--- src/rtl/lsu_pkg.sv ---
package lsu_pkg;
  typedef enum logic [1:0] {
    SZ_BYTE = 2'b00,
    SZ_HALF = 2'b01,
    SZ_WORD = 2'b10
  } accSize_e;

  typedef enum logic [0:0] {
    ST_IDLE = 1'b0,
    ST_BUSY = 1'b1
  } lsuState_e;

  // strobes from control to datapath
  typedef struct packed {
    logic capture;   // latch a new aligned request
    logic busy;      // request outstanding
    logic respTake;  // memory response accepted this cycle
  } lsuCtrl_t;
endpackage

--- src/rtl/lsu_datapath.sv ---
module lsu_datapath
  import lsu_pkg::*;
#(
  parameter int ADDR_W  = 32,
  parameter int DATA_W  = 32,
  parameter int IMM_W   = 12,
  parameter int SHIFT_W = 5
) (
  input  logic                 clk,
  input  logic                 rstN,
  input  lsuCtrl_t             ctrl,
  input  logic [ADDR_W-1:0]    baseVal,
  input  logic [IMM_W-1:0]     immOffset,
  input  logic [ADDR_W-1:0]    regOffset,
  input  logic [1:0]           offSel,
  input  logic [SHIFT_W-1:0]   shiftAmt,
  input  logic                 preIndex,
  input  logic                 writeBack,
  input  logic                 addOffset,
  input  logic [1:0]           accSize,
  input  logic                 signedLoad,
  input  logic                 isStore,
  input  logic [DATA_W-1:0]    storeData,
  input  logic [DATA_W-1:0]    memRdata,
  output logic                 misaligned,
  output logic [ADDR_W-1:0]    memAddr,
  output logic [DATA_W/8-1:0]  memByteEn,
  output logic                 memWrite,
  output logic [DATA_W-1:0]    memWdata,
  output logic [DATA_W-1:0]    loadData,
  output logic                 loadValid,
  output logic [ADDR_W-1:0]    baseNew,
  output logic                 baseWe
);
  localparam int LANES = DATA_W / 8;
  localparam int LB    = $clog2(LANES);

  logic [ADDR_W-1:0] offset, effAddr, reqAddr;
  logic [1:0]        sizeEff;
  logic [LB-1:0]     lo;
  logic [LANES-1:0]  beNext;
  logic [DATA_W-1:0] wdNext;

  // offset source and effective address
  always_comb begin
    if (offSel[1])      offset = regOffset << shiftAmt;
    else if (offSel[0]) offset = regOffset;
    else                offset = ADDR_W'(immOffset);
    effAddr = addOffset ? baseVal + offset : baseVal - offset;
    reqAddr = preIndex ? effAddr : baseVal;
    sizeEff = accSize[1] ? SZ_WORD : accSize;
    lo      = reqAddr[LB-1:0];
  end

  assign misaligned = |(lo & LB'((1 << sizeEff) - 1));

  // lane placement for stores
  always_comb begin
    for (int i = 0; i < LANES; i++) begin
      beNext[i]          = (i >= int'(lo)) && (i < int'(lo) + (1 << sizeEff));
      wdNext[8*i +: 8]   = storeData[8*(i % (1 << sizeEff)) +: 8];
    end
  end

  logic [1:0] sizeQ;
  logic       signQ, storeQ, wbQ;
  logic [ADDR_W-1:0] newBaseQ;

  always_ff @(posedge clk) begin
    if (!rstN) begin
      memAddr   <= '0;
      memByteEn <= '0;
      memWdata  <= '0;
      storeQ    <= 1'b0;
      sizeQ     <= SZ_BYTE;
      signQ     <= 1'b0;
      wbQ       <= 1'b0;
      newBaseQ  <= '0;
    end else if (ctrl.capture) begin
      memAddr   <= reqAddr;
      memByteEn <= beNext;
      memWdata  <= wdNext;
      storeQ    <= isStore;
      sizeQ     <= sizeEff;
      signQ     <= signedLoad;
      wbQ       <= writeBack | ~preIndex;
      newBaseQ  <= effAddr;
    end
  end

  // load alignment and extension
  logic [DATA_W-1:0] shifted;
  always_comb begin
    shifted = memRdata >> {memAddr[LB-1:0], 3'b000};
    unique case (sizeQ)
      SZ_BYTE: loadData = {{(DATA_W-8){signQ & shifted[7]}}, shifted[7:0]};
      SZ_HALF: loadData = {{(DATA_W-16){signQ & shifted[15]}}, shifted[15:0]};
      default: loadData = shifted;
    endcase
  end

  assign memWrite  = storeQ;
  assign baseNew   = newBaseQ;
  assign baseWe    = ctrl.respTake & wbQ;
  assign loadValid = ctrl.respTake & ~storeQ;

  // signed byte load result carries its sign through the upper bits
  p_sext_byte_r7: assert property (@(posedge clk) disable iff (!rstN)
    (loadValid && sizeQ == SZ_BYTE && signQ) |->
      (loadData[DATA_W-1:8] == {(DATA_W-8){loadData[7]}}));

  // enabled lane count matches access size while request is out
  p_be_count_r6: assert property (@(posedge clk) disable iff (!rstN)
    ctrl.busy |-> ($countones(memByteEn) == (1 << sizeQ)));
endmodule

--- src/rtl/lsu_control.sv ---
module lsu_control
  import lsu_pkg::*;
(
  input  logic     clk,
  input  logic     rstN,
  input  logic     reqValid,
  input  logic     misaligned,
  input  logic     memReady,
  output lsuCtrl_t ctrl,
  output logic     reqReady,
  output logic     memValid,
  output logic     alignFault
);
  lsuState_e state;

  assign reqReady      = (state == ST_IDLE);
  assign memValid      = (state == ST_BUSY);
  assign ctrl.capture  = reqReady & reqValid & ~misaligned;
  assign ctrl.busy     = memValid;
  assign ctrl.respTake = memValid & memReady;

  always_ff @(posedge clk) begin
    if (!rstN) begin
      state      <= ST_IDLE;
      alignFault <= 1'b0;
    end else begin
      alignFault <= reqReady & reqValid & misaligned;
      if (ctrl.capture)       state <= ST_BUSY;
      else if (ctrl.respTake) state <= ST_IDLE;
    end
  end

  // a rejected request never produces a memory request
  p_fault_noreq_r8: assert property (@(posedge clk) disable iff (!rstN)
    alignFault |-> !memValid);

  // no new request is offered while one is outstanding
  p_busy_block_r10: assert property (@(posedge clk) disable iff (!rstN)
    memValid |-> !reqReady);
endmodule

--- src/rtl/lsu_unit.sv ---
module lsu_unit
  import lsu_pkg::*;
#(
  parameter int ADDR_W  = 32,
  parameter int DATA_W  = 32,
  parameter int IMM_W   = 12,
  parameter int SHIFT_W = 5
) (
  input  logic                clk,
  input  logic                rstN,
  input  logic                reqValid,
  output logic                reqReady,
  input  logic [ADDR_W-1:0]   baseVal,
  input  logic [IMM_W-1:0]    immOffset,
  input  logic [ADDR_W-1:0]   regOffset,
  input  logic [1:0]          offSel,
  input  logic [SHIFT_W-1:0]  shiftAmt,
  input  logic                preIndex,
  input  logic                writeBack,
  input  logic                addOffset,
  input  logic [1:0]          accSize,
  input  logic                signedLoad,
  input  logic                isStore,
  input  logic [DATA_W-1:0]   storeData,
  output logic                memValid,
  input  logic                memReady,
  output logic [ADDR_W-1:0]   memAddr,
  output logic [DATA_W/8-1:0] memByteEn,
  output logic                memWrite,
  output logic [DATA_W-1:0]   memWdata,
  input  logic [DATA_W-1:0]   memRdata,
  output logic [DATA_W-1:0]   loadData,
  output logic                loadValid,
  output logic                alignFault,
  output logic [ADDR_W-1:0]   baseNew,
  output logic                baseWe
);
  lsuCtrl_t ctrl;
  logic     misaligned;

  lsu_control u_ctrl (
    .clk(clk), .rstN(rstN), .reqValid(reqValid), .misaligned(misaligned),
    .memReady(memReady), .ctrl(ctrl), .reqReady(reqReady),
    .memValid(memValid), .alignFault(alignFault)
  );

  lsu_datapath #(
    .ADDR_W(ADDR_W), .DATA_W(DATA_W), .IMM_W(IMM_W), .SHIFT_W(SHIFT_W)
  ) u_dp (
    .clk(clk), .rstN(rstN), .ctrl(ctrl), .baseVal(baseVal),
    .immOffset(immOffset), .regOffset(regOffset), .offSel(offSel),
    .shiftAmt(shiftAmt), .preIndex(preIndex), .writeBack(writeBack),
    .addOffset(addOffset), .accSize(accSize), .signedLoad(signedLoad),
    .isStore(isStore), .storeData(storeData), .memRdata(memRdata),
    .misaligned(misaligned), .memAddr(memAddr), .memByteEn(memByteEn),
    .memWrite(memWrite), .memWdata(memWdata), .loadData(loadData),
    .loadValid(loadValid), .baseNew(baseNew), .baseWe(baseWe)
  );

  // request fields hold while memory stalls
  p_stall_hold_r9: assert property (@(posedge clk) disable iff (!rstN)
    (memValid && !memReady) |=>
      (memValid && $stable(memAddr) && $stable(memByteEn) &&
       $stable(memWdata) && $stable(memWrite)));

  // base update only with an accepted response
  p_wb_accept_r9: assert property (@(posedge clk) disable iff (!rstN)
    baseWe |-> (memValid && memReady));
endmodule

--- config.mk ---
export PLATFORM = sky130hd
export DESIGN_NAME = lsu_unit
export DESIGN_NICKNAME = d
export VERILOG_FILES = /design/src/rtl/lsu_pkg.sv /design/src/rtl/lsu_datapath.sv /design/src/rtl/lsu_control.sv /design/src/rtl/lsu_unit.sv
export SDC_FILE = /design/constraint.sdc
export NUM_CORES = 1
export LEC_CHECK = 0
export BUFFER_PORTS_ARGS = -buffer_cell sky130_fd_sc_hd__buf_2
export CORE_MARGIN = 2
export CORE_UTILIZATION = 55
export DETAILED_ROUTE_END_ITERATION = 6
export PLACE_DENSITY = 0.84
export SYNTH_ARGS = -nofsm -noshare
export SYNTH_HDL_FRONTEND = slang
export SYNTH_SLANG_ARGS = --single-unit
--- constraint.sdc ---
create_clock -name clk -period 15.4 [get_ports clk]
set_clock_uncertainty 0.05 [all_clocks]
set_input_delay 1.54 -clock clk [delete_from_list [all_inputs] [get_ports clk]]
set_output_delay 1.54 -clock clk [all_outputs]
set_load 0.01 [all_outputs]
# --- Word-level counts from Yosys, hierarchy flattened ---
# Index checks and enable logic that the tools add are counted.
totals:
  ff_bits: 107
  in_bits: 158
  output_inout_bits: 138
  wordCells: 61
op_classes:
  addsub: 4
  div: 4
  order_cmp: 7
  eq_ne: 1
  shift: 7
  n_mux: 8
  bitwise: 14
  n_reduce_logical: 6
ops:
  columns: ["cell", "n"]
  rows:
  - ["32-bit 2-to-1 mux", 4]
  - ["32-bit by 32-bit indexed part select with 8-bit output", 4]
  - ["3-bit by 32-bit less-than comparator with 1-bit output, first input constant", 2]
  - ["3-bit by 32-bit modulo with 32-bit output, first input constant", 2]
  - ["32-bit case mux with 2 select lines", 1]
  - ["3-bit by 32-bit adder with 32-bit output", 1]
  - ["32-bit adder", 1]
  - ["1-bit by 32-bit less-than comparator with 1-bit output, first input constant", 1]
  - ["2-bit by 32-bit less-than comparator with 1-bit output, first input constant", 1]
  - ["1-bit by 32-bit modulo with 32-bit output, first input constant", 1]
  - ["2-bit by 32-bit modulo with 32-bit output, first input constant", 1]
  - ["1-bit by 2-bit left shift with 32-bit output, first input constant", 1]
  - ["32-bit by 5-bit left shift with 32-bit output", 1]
  - ["32-bit by 5-bit right shift with 32-bit output", 1]
  - ["32-bit subtractor", 1]
  - ["1-bit bitwise AND", 8]
  - ["1-bit by 2-bit >= comparator with 1-bit output, first input constant", 2]
  - ["1-bit NOT", 4]
  - ["1-bit logical AND", 3]
  - ["2-bit bitwise AND", 1]
  - ["2-bit by 1-bit equality test with 1-bit output, second input constant", 1]
  - ["2-bit >= comparator, first input constant", 1]
  - ["2-bit zero test", 1]
  - ["1-bit 2-to-1 mux", 2]
  - ["5 further kinds", 5]

# --- Logic depth before layout (Yosys ltp) ---
# Gate-level depths: netlist of the first run.
logic_depth:
  word_depth: 10
  depth_mapped: 25
  ltp_nobuf: 22

# --- By module ---
# From an unflattened synthesis of the first run, not the netlist that was laid out.
hier_totals:
  hier_cells: 1247
  hier_area_um2: 10243.6
by_module_without_submodules:
  columns: ["mod", "instances", "cells_each", "area_per_inst_um2", "seq_area_each_um2"]
  rows:
  - ["lsu_datapath", 1, 1238, 10149.7, 2102.0]
  - ["lsu_control", 1, 9, 93.8, 40.0]

# --- Worst setup path after synthesis of the first run ---
# Ideal clock, no wire load.
synth_path:
  path_kind: "input to register"
  from: "input port offSel[0]"
  to: "register u_dp.memAddr[31]"
  setup_time_ns: 0.116
  arrival_ns: 6.299
  required_time_ns: 15.234
  setup_slack_ns: 8.935
  path_stages: 23
  n_path_buf: 5
  cell_sequence: "clkbuf_1 -> clkbuf_1 -> buf_1 -> mux2i_1 -> o32a_1 -> ha_1 -> and3b_1 -> clkbuf_1 -> and3_1 -> a21oi_1 -> xor2_1 -> ha_1 -> clkbuf_1 -> a21o_1 -> a21o_1 -> a211o_1 -> o21ai_0 -> o211ai_1 -> a311oi_1 -> o21ai_0 -> a21oi_1 -> xnor2_1 -> a41o_1"
synth_between:
  elab_chain_len: 9
  word_cells_on_any_way: 10
  cone_classes: "2 x add/sub; 4 x mux; 3 x bitwise; 1 x reduce/logical"
synth_lines:
  columns: ["item", "line", "source"]
  rows:
  - ["from (decl)", "lsu_unit.sv:16", "input logic [1:0] offSel,"]
  - ["32-bit 2-to-1 mux *", "lsu_datapath.sv:47", "else if (offSel[0]) offset = regOffset;"]
  - ["32-bit 2-to-1 mux *", "lsu_datapath.sv:46", "if (offSel[1]) offset = regOffset << shiftAmt;"]
  - ["32-bit subtractor / 32-bit adder (equally long branches)", "lsu_datapath.sv:49", "effAddr = addOffset ? baseVal + offset : baseVal - offset;"]
  - ["32-bit 2-to-1 mux *", "lsu_datapath.sv:49", null]
  - ["32-bit 2-to-1 mux *", "lsu_datapath.sv:50", "reqAddr = preIndex ? effAddr : baseVal;"]
  - ["2-bit bitwise AND", "lsu_datapath.sv:55", "assign misaligned = |(lo & LB'((1 << sizeEff) - 1));"]
  - ["2-bit OR reduction", "lsu_datapath.sv:55", null]
  - ["1-bit NOT", "lsu_control.sv:18", "assign ctrl.capture = reqReady & reqValid & ~misaligned;"]
  - ["1-bit bitwise AND", "lsu_control.sv:18", null]
  - ["to (signal assigned)", "lsu_datapath.sv:80", "memAddr <= reqAddr;"]
  - ["to (decl)", "lsu_datapath.sv:26", "output logic [ADDR_W-1:0] memAddr,"]
# Every way passes the cells marked *; elsewhere a longest branch is shown, timed or not.
# A chain may end at the register's enable or synchronous reset.

# --- Final worst setup path of the first run ---
layout_path:
  from: "input port shiftAmt[0]"
  to: "register u_dp.memAddr[31]"
layout_between:
  elab_chain_len: 9
  word_cells_on_any_way: 10
  cone_classes: "2 x add/sub; 1 x shift; 3 x mux; 3 x bitwise; 1 x reduce/logical"
layout_lines:
  columns: ["item", "line", "source"]
  rows:
  - ["from (decl)", "lsu_unit.sv:17", "input logic [SHIFT_W-1:0] shiftAmt,"]
  - ["32-bit by 5-bit left shift with 32-bit output *", "lsu_datapath.sv:46", null]
  - ["32-bit 2-to-1 mux *", "lsu_datapath.sv:46", null]
  - ["32-bit subtractor / 32-bit adder (equally long branches)", "lsu_datapath.sv:49", null]
  - ["32-bit 2-to-1 mux *", "lsu_datapath.sv:49", null]
  - ["32-bit 2-to-1 mux *", "lsu_datapath.sv:50", null]
  - ["2-bit bitwise AND", "lsu_datapath.sv:55", null]
  - ["2-bit OR reduction", "lsu_datapath.sv:55", null]
  - ["1-bit NOT", "lsu_control.sv:18", null]
  - ["1-bit bitwise AND", "lsu_control.sv:18", null]
# Marks and branches as above.

==> metrics.md, run 1 <==
| Metric | Value |
|---|---|
| Status | finished, final reports clean |
| Worst hold path stage count | 2 |
| Ys async rst share | 0% |
| Hold EP | u_dp.memByteEn[3] |
| Final nets | 1709 |
| Via density | 6.32 |
| First-pass GRT wire length | 53.9 mm |
| Clock buffer depth | 2 |
| Share of post-route cells with drive strength above 1 | 25.2% |
| Drt first pass iters | 7 |
| Power Dens Cells | 88.3 mW/mm^2 |
| Starting Density | 55.7% |
| Internal | 0.000624 W |
| Yosys top cell by area | dfxtp_1 |
| Slew Limit Fails | 0 |
| Minimum clock period | 7.13 ns |
| Fin cells | 1743 |
| CTS buffer count | 9 |
| Critical Path AT | 7.32 ns |
| Clk pin slew, worst setup/hold paths | 0.07 ns |
| Dpl hpwl | 26.0 mm |
| Count of cell types in the netlist | 82 |
| WS Path Type | in2reg |
| Routed Wire Length | 34.1 mm |
| Fin area | 0.0117 sq mm |
| Comb pwr share | 46.0% |
| Required time of the critical path | 15.59 ns |
| Number of synthesized flops with an enable pin | 0 |
| Period utilisation layout | 46.3% |
| H-tree levels | 3 |
| DRC viols | 0 |
| Relative slew slack | 32.2% |
| Via count | 11000 |
| Total Routing Usage GR | 33.9% |
| Cells after Synth | 1289 |
| Setup Fix Bufs, Post-CTS | 0 |
| WL per Instance | 19.6 um |
| Buffers on Ports | 295 |
| Setup crit start kind | input port |
| Final Hold Viols | 0 |
| Syn Area/Cell | 7.74 sq um |
| Overflow after GRT | 0 |
| Root Driver | clkbuf_16 |
| Worst hold start | u_dp.memByteEn[3] |
| Crit path max fanout | 51 |
| Top cell type's share of synthesized area | 21.5% |
| Worst-Skew Late Latency | 0.34 ns |
| R2R Setup Slk | 12.98 ns |
| Sequential fraction of the synthesis area | 21.5% |
| Clock share of power | 23.2% |
| Post-route antenna net violation count | 0 |
| Yosys reg bits | 107 |
| CTS sink cnt | 107 |
| Max Cap Violations | 0 |
| Cell Area, Placed | 0.0114 sq mm |
| Max Fclk | 0.140 GHz |
| Vias in the first global route | 10300 |
| Area Overhead vs Synth | 17.5% |
| Die X | 139 um |
| FILL cells | 1566 |
| Worst r2r path cells | 5 |
| CTS tree | yes |
| Total Neg Setup Slack | 0 ns |
| Die area | 0.0192 sq mm |
| Reg2Reg Launch Point | u_ctrl.memValid |
| Worst hold path class | reg2reg |
| Number of hold buffers added after cts | 0 |
| IO Pins | 296 |
| Site row count | 49 |
| Mapped cell area | 0.00998 sq mm |
| P_sw | 0.000411 W |
| Post-synth top flop | dfxtp_1 |
| Inst Count DP | 1727 |
| Worst slew pin tran | 1.02 ns |
| RSZ-0062 raised after global routing | no |
| VDD IR max | 0.0862 mV |
| Largest net degree at the start of global routing | 86 |
| Initial antenna violation count | 1 |
| Post-CTS Resized | 0 |
| Crit end category | flip-flop |
| Share of total power in sequential cells | 30.8% |
| Drt first-iter violations | 815 |
| Leak | 5.30 nW |
| Ys Warns | 0 |
| Core area | 0.0179 sq mm |
| GPL Wtd Cong | 1.01 |
| Die height | 139 um |
| Tot Pwr | 0.00104 W |
| RR Endpoint | u_dp.memAddr[28] |
| Switching share of total power | 39.7% |
| Final setup violation count | 0 |
| Top cells by area, synth | dfxtp_1, mux2i_1, a21oi_1, mux4_2, nand2_1 |
layout make-up:
class	count	area, sq um	share of cell area (%)
Multi-Input combinational cell	1059	7330	62.6
Sequential cell	107	2140	18.3
Timing Repair Buffer	305	1550	13.2
Tap cell	229	287	2.45
Clock buffer	9	225	1.92
Inverter	27	101	0.865
Clock inverter	6	78.8	0.673
Antenna cell	1	2.50	0.0214
stage by stage:
stage	hold WS, ns	setup slack, ns	utilization [%]
after CTS	0.403	8.33	65.4
after floorplan	0.377	8.94	-
after global placement	0.385	8.14	63.7
final	0.402	8.27	65.5
after global routing	0.424	7.77	65.5
after detailed placement	0.394	8.04	63.7
Yosys cell counts (all sizes together) (4+ instances only):
master and count:
nand2b 15, mux2 13, a21oi 154, o221ai 4
xnor2 41, a21o 21, a211oi 45, inv 25
clkbuf 77, o21a 9, and3 12, o31ai 4
a22oi 14, a41oi 4, and2 9, a311oi 4
a221oi 10, nand4 4, o22a 6, nor2b 23
nor2 107, a31oi 13, o21ai 73, mux2i 87
ha 40, buf 23, nor4 5, nor3 23
a41o 6, mux4 33, o211ai 6, nand3 30
xor2 16, nand2 164, dfxtp 107
state kept, by name, indices dropped and copies added (netlist names):
signal / count
u_dp.sizeQ: 2
u_dp.baseNew: 32
u_dp.memWrite: 1
u_dp.signQ: 1
u_dp.memAddr: 32
u_dp.memWdata: 32
u_ctrl.memValid: 1
u_ctrl.alignFault: 1
u_dp.memByteEn: 4
u_dp.wbQ: 1
routing by layer:
metal,part of all wire (%),track usage [%],wire (um),up-vias
met2,48,58.2,16200,602
met1,40,43.0,13700,5136
met3,7.6,3.83,2580,105
met5,0,0,0,-
li1,-,-,-,5176
met4,4.7,15.2,1600,0
critical path, cell delays in order:
cell and delay [ns]:
buf_2 0.08, buf_4 0.58, clkinv_1 0.48, or2_2 0.41, a41oi_1 0.27, o211a_1 0.19
and4_1 0.24, and2_1 0.17, and3_1 0.18, a21oi_1 0.08, xnor2_1 0.15, ha_1 0.34
a2111oi_0 0.42, inv_1 0.10, a211o_1 0.27, o21ai_0 0.39, o211ai_1 0.18, a311oi_1 0.50
o21ai_0 0.14, a21oi_1 0.22, xnor2_1 0.12, a41o_1 0.25
power groups by stage:
stage	clock network, W	registers (W)	logic (W)
6_report	0.000240	0.000319	0.000476
5_1_grt	0.000255	0.000322	0.000518
4_1_cts	0.000244	0.000318	0.000468
3_3_place_gp	0	0.000324	0.000459
2_1_floorplan	0	0.000336	0.000313
3_5_place_dp	0	0.000325	0.000465
worst max-delay path by stage:
stage	from	end	slack, ns	depth (start not counted)
detailed placement	shiftAmt[0]	u_dp.memAddr[31]	8.04	22
CTS	shiftAmt[0]	u_dp.memAddr[31]	8.33	22
finish	shiftAmt[0]	u_dp.memAddr[31]	8.27	22
global placement	shiftAmt[0]	u_dp.memAddr[31]	8.14	22
global route	shiftAmt[0]	u_dp.memAddr[31]	7.77	22
floorplan	offSel[0]	u_dp.memAddr[31]	8.94	23
cell usage in the layout, fill, tap and decap left out, types with 16 or more instances in the layout:
master / count
xnor2_1: 41
o21ai_0: 71
nand3_1: 29
ha_1: 40
buf_2: 295
inv_1: 23
a21o_1: 21
nor3_1: 23
dfxtp_1: 107
nor2b_1: 23
nand2_1: 164
nor2_1: 107
a211oi_1: 45
mux4_2: 32
a21oi_1: 154
mux2i_1: 87
xor2_1: 16
cell families after synthesis:
group	Yosys count	share of synthesized area (%)
other	2	0.0753
AOI/OAI and AO/OA	408	26.0
buffers and inverters	127	5.37
xor gates and xnor gates	57	5.00
muxes	133	17.7
DFF	107	21.5
and+or+nand+nor	413	18.9
adders and majority gates	42	5.42
No activity file was read; power rests on OpenSTA's default activity.
==> inputs of run 2 (changes only) <==
- ABC_AREA: default -> 1
- CORE_UTILIZATION: 55 -> 49
- PLACE_DENSITY: 0.84 -> 0.79
- clock period: 15.4 -> 6.11 ns (I/O delays scaled with it)
==> metrics.md, run 2 <==
| Metric | Value |
|---|---|
| Slowest cell on crit path | buf_4 |
| Total Neg Setup Slack | 0 ns |
| Period utilisation layout | 83.2% |
| Setup Fix Bufs, Post-CTS | 0 |
| Final Hold Viols | 0 |
| Minimum clock period | 5.08 ns |
| Mapped cell area | 0.0101 sq mm |
| WL per Instance | 16.6 um |
| Share of post-route cells with drive strength above 1 | 19.1% |
| R2R Setup Slk | 3.99 ns |
| Most common library cell in the layout ignoring fill and taps | nand2_1 |
| Crit end category | flip-flop |
| Die height | 148 um |
| Initial antenna violation count | 1 |
| Hold EP | u_dp.memWdata[4] |
| Max Cap Violations | 0 |
| Via count | 12500 |
| WHS | 0.417 ns |
| Worst r2r path cells | 7 |
| Worst slew pin tran | 1.03 ns |
| Number of synthesized flops with an enable pin | 0 |
| VDD IR max | 0.173 mV |
| Largest net degree at the start of global routing | 102 |
| CTS sink cnt | 107 |
| Vias in the first global route | 11300 |
| Max stage delay on crit path | 0.75 ns |
| Yosys reg bits | 107 |
| Overflow after GRT | 0 |
| Post-CTS Resized | 0 |
| Dpl hpwl | 28.2 mm |
| Count of cell types in the netlist | 53 |
| Worst hold start | u_dp.memWdata[4] |
| Power Dens Cells | 222 mW/mm^2 |
| Starting Density | 49.9% |
| CTS tree | yes |
| Ys async rst share | 0% |
| Syn Area/Cell | 5.95 sq um |
| Most frequent CP cell | nand2_1 |
| RSZ-0062 raised after global routing | no |
| Top cell type's share of synthesized area | 21.2% |
| Number of hold buffers added after cts | 0 |
| Sequential fraction of the synthesis area | 21.2% |
| CP Cell Sequence | buf_2 -> inv_4 -> nand2_1 -> nand2_1 -> nand2_1 -> nor2_1 -> nand3_1 -> nand2_1 -> inv_1 -> ha_1 -> inv_1 -> o21ai_0 -> inv_1 -> fa_1 -> nand2_1 -> o21ai_0 -> o21ai_0 -> nor2_4 -> buf_4 -> o21ai_0 -> o21bai_1 -> inv_1 |
| IO Pins | 296 |
| Post-synth top flop | dfxtp_1 |
| Most frequent cells in the layout | nand2_1, buf_2, nand3_1 |
| Cells after Synth | 1697 |
| Total Routing Usage GR | 32.2% |
| WS Path Type | in2reg |
| Top cells by area, synth | dfxtp_1, nand2_1, nand3_1, a21oi_1, o21ai_0 |
| Most frequent cells after synthesis | nand2_1, nand3_1, nor2_1, a21oi_1, o21ai_0 |
| Required time of the critical path | 6.35 ns |
| GPL Wtd Cong | 1.01 |
| Final core occ | 58.9% |
| Die X | 148 um |
| Worst hold path class | reg2reg |
| Most instantiated library cell after synthesis | nand2_1 |
| Site row count | 52 |
| Max Fclk | 0.197 GHz |
| Drt first-iter violations | 1058 |
| DRC viols | 0 |
| Via density | 5.68 |
| RR Endpoint | u_dp.baseNew[9] |
| Buffers on Ports | 295 |
| Leak | 6.11 nW |
| Slew Limit Fails | 0 |
| Crit path max fanout | 101 |
| Die area | 0.0218 sq mm |
| Drt first pass iters | 6 |
| Worst hold path stage count | 2 |
| H-tree levels | 3 |
| Area Overhead vs Synth | 18.0% |
| Setup crit start kind | input port |
| Ys Warns | 0 |
| Reg2Reg Launch Point | u_ctrl.memValid |
| Tot Pwr | 0.00264 W |
| Worst-Skew Late Latency | 0.34 ns |
| Post-route antenna net violation count | 0 |
| Final setup violation count | 0 |
| First-pass GRT wire length | 57.3 mm |
| Yosys top cell by area | dfxtp_1 |
| FILL cells | 2079 |
| Clock buffer depth | 2 |
| Final nets | 2126 |
| Core area | 0.0202 sq mm |
| Root Driver | clkbuf_16 |
| Routed Wire Length | 36.5 mm |
| Relative slew slack | 30.9% |
| CTS buffer count | 9 |
| Critical Path AT | 5.32 ns |
| Clk pin slew, worst setup/hold paths | 0.08 ns |
| Status | finished, final reports clean |
==> run 2: changes by cell type after synthesis, moves of 24 or more <==
cell | before | now
mux2i_1 | 87 | 7
xnor2_1 | 41 | 17
o21ai_0 | 71 | 136
nor2_1 | 107 | 159
a211oi_1 | 45 | 4
nand3_1 | 30 | 191
o211ai_1 | 6 | 34
nand2_1 | 164 | 439
inv_1 | 23 | 129
mux4_2 | 32 | 0
==> run 2: kinds of logic (layout without fill, tap and decap cells) <==
family	Yosys count	after routing	synth area share, %
flip-flops	107	107	21.2
other	2	8	0.0744
adder cells (fa/ha/maj)	42	42	5.35
buffers and inverters	233	463	9.29
XOR/XNOR	51	51	4.42
AND/OR/NAND/NOR	855	855	36.2
AO/OA/AOI/OAI	400	400	22.7
multiplexers	7	7	0.694
==> run 2: power by group <==
group | total (W) | switching (W) | internal [W] | leakage (nW)
clock | 0.000588 | 0.000267 | 0.000321 | 0.141
sequential | 0.000808 | 0.0000423 | 0.000766 | 0.877
combinational | 0.00124 | 0.000811 | 0.000434 | 5.10
==> run 2: worst max-delay path by stage <==
stage | slack [ns] | from | to | depth (start not counted)
floorplan | 2.07 | shiftAmt[0] | u_dp.memAddr[2] | 21
global route | 0.51 | shiftAmt[0] | u_dp.baseNew[9] | 22
detailed placement | 0.80 | shiftAmt[0] | u_dp.baseNew[9] | 22
global placement | 0.96 | shiftAmt[0] | u_dp.baseNew[24] | 22
CTS | 1.06 | shiftAmt[0] | u_dp.baseNew[9] | 22
finish | 1.03 | shiftAmt[0] | u_dp.baseNew[9] | 22
==> run 2: final cells by class <==
cell class / count / area (sq um) / share of cell area, %
diodes: 2 / 5.00 / 0.0420
repair buffers: 305 / 1560 / 13.1
clock buffers: 11 / 233 / 1.95
clock inverters: 5 / 60.1 / 0.504
flip-flops and latches: 107 / 2140 / 18.0
multi-input cells: 1361 / 7040 / 59.1
inverters: 142 / 536 / 4.49
well taps: 270 / 338 / 2.84
==> run 2: critical path, delay by kind of cell <==
| kind | cells | cell delay, ns |
|---|---|---|
| AO/OA/AOI/OAI | 5 | 1.28 |
| adder cells (fa/ha/maj) | 2 | 0.80 |
| buffers and inverters | 7 | 1.68 |
| AND/OR/NAND/NOR | 8 | 0.89 |
==> run 2: through the flow <==
stage	setup slack, ns	cells	cell area (sq um)
3_5_place_dp	0.804	2185	11600
4_1_cts	1.06	2201	11900
5_1_grt	0.514	2202	11900
3_3_place_gp	0.960	2185	11600
6_report	1.03	2203	11900
2_1_floorplan	2.07	1701	10100
==> run 2: metal layers <==
metal / routed length, um / part of all wire [%] / global-route usage [%]
met2: 17300 / 48 / 55.9
met1: 14700 / 40 / 40.3
met5: 0 / 0 / 0
met4: 1480 / 4.1 / 11.5
met3: 3000 / 8.2 / 5.28
==> inputs of run 3 (changes only) <==
- clock period: 6.11 -> 4.3 ns (I/O delays scaled with it)
==> metrics.md, run 3 (same netlist as run 2, synthesis figures left out) <==
| Metric | Value |
|---|---|
| Overflow after GRT | 0 |
| Fin cells | 2277 |
| Post-route antenna net violation count | 0 |
| Via count | 12900 |
| Max Cap Violations | 0 |
| First-pass GRT wire length | 58.4 mm |
| RSZ-0062 raised after global routing | no |
| Starting Density | 49.9% |
| CTS tree | yes |
| Die area | 0.0218 sq mm |
| Most frequent cells in the layout | nand2_1, buf_2, nand3_1 |
| Max stage delay on crit path | 0.29 ns |
| Max Fclk | 0.252 GHz |
| IO Pins | 296 |
| Period utilisation layout | 92.2% |
| Initial antenna violation count | 1 |
| Clock buffer depth | 2 |
| CTS sink cnt | 107 |
| Most common library cell in the layout ignoring fill and taps | nand2_1 |
| FILL cells | 1906 |
| Total Routing Usage GR | 32.5% |
| Worst hold path class | in2reg |
| Setup crit start kind | input port |
| Final nets | 2201 |
| Drt first-iter violations | 1123 |
| Die X | 148 um |
| Cell Area, Placed | 0.0123 sq mm |
| Core area | 0.0202 sq mm |
| Required time of the critical path | 4.52 ns |
| Clk pin slew, worst setup/hold paths | 0.07 ns |
| Post-CTS Resized | 0 |
| Worst path bufs/invs | 4 |
| Tot Pwr | 0.00389 W |
| Worst slew pin tran | 1.06 ns |
| Vias in the first global route | 11700 |
| Power Dens Cells | 309 mW/mm^2 |
| Setup Fix Bufs, Post-CTS | 0 |
| WL per Instance | 16.1 um |
| Inst Count DP | 2260 |
| Area Overhead vs Synth | 24.7% |
| Die height | 148 um |
| Leak | 6.50 nW |
| Dpl hpwl | 29.4 mm |
| Crit end category | flip-flop |
| Number of hold buffers added after cts | 0 |
| Largest net degree at the start of global routing | 102 |
| Critical Path AT | 4.18 ns |
| Minimum clock period | 3.97 ns |
| Routed Wire Length | 36.7 mm |
| Slowest cell on crit path | ha_1 |
| Failing checks | design-rule violations |
| Final core occ | 62.2% |
| Final setup violation count | 0 |
| GPL Wtd Cong | 0.956 |
| Share of post-route cells with drive strength above 1 | 22.7% |
| H-tree levels | 3 |
| Worst-Skew Late Latency | 0.34 ns |
| Final Hold Viols | 0 |
| Via density | 5.68 |
| VDD IR max | 0.300 mV |
| DRC viols | 11 |
| Status | finished with violations |
| CTS buffer count | 9 |
| Most frequent CP cell | nand2_1 |
| Crit-path leading delay family | simple AND/OR/NAND/NOR gates |
| Site row count | 52 |
| Buffers on Ports | 295 |
| Fin area | 0.0126 sq mm |
| Drt first pass iters | 7 |
| Relative slew slack | 29.5% |
| WS Path Type | in2reg |
| Slew Limit Fails | 0 |
| Root Driver | clkbuf_16 |
| Crit path max fanout | 10 |
run 3: changes by cell type in the layout (fill, tap and decap cells not counted), sizes merged:
cell,change
bufinv,-1
diode,-1
inv,+1
buf,+74
clkinvlp,+1
run 3: metrics by stage:
stage	setup TNS (ns)	worst slack, ns	hold slack, ns
final	0	0.334	0.267
after global routing	0	0.00595	0.296
after CTS	0	0.257	0.265
after detailed placement	-0.369	-0.0744	0.403
after global placement	-0.0633	-0.0523	0.398
after floorplan	0	0.444	0.391
run 3: path summary, 6_finish.rpt:
kind,start,end,slack (ns),depth (start not counted)
worst max-delay path,shiftAmt[0],u_dp.memAddr[31],0.33,28
worst min-delay path,isStore,u_dp.memWrite,0.27,3
worst max register to register,u_dp.memAddr[0],u_dp.memAddr[0],2.50,3
worst min register to register,u_dp.memWdata[31],u_dp.memWdata[31],0.41,2
run 3: power breakdown:
part | internal [W] | leakage (nW) | switching [W] | total [W]
combinational | 0.000752 | 5.49 | 0.00120 | 0.00195
clock | 0.000415 | 0.136 | 0.000391 | 0.000806
sequential | 0.00109 | 0.877 | 0.0000500 | 0.00114
total | 0.00225 | 6.50 | 0.00164 | 0.00389
run 3: routing by layer:
layer / global-route usage, % / part of all wire (%)
met5: 0 / 0.035
met4: 11.8 / 3.9
met3: 5.09 / 7.7
met2: 56.2 / 48
met1: 40.8 / 41
run 3: tightest hold or removal path: cells and delay by family:
kind | cells | cell delay, ns
buffers and inverters | 1 | 0.07
and+or+nand+nor | 2 | 0.12
run 3: layout make-up:
type	count	area (sq um)	area share, %
antenna	1	2.50	0.0199
sequential	107	2140	17.0
tap	270	338	2.68
multi-input combinational	1361	7080	56.2
inverter	142	538	4.27
timing repair buffer	380	2210	17.5
clock inverter	6	46.3	0.368
clock buffer	10	239	1.90
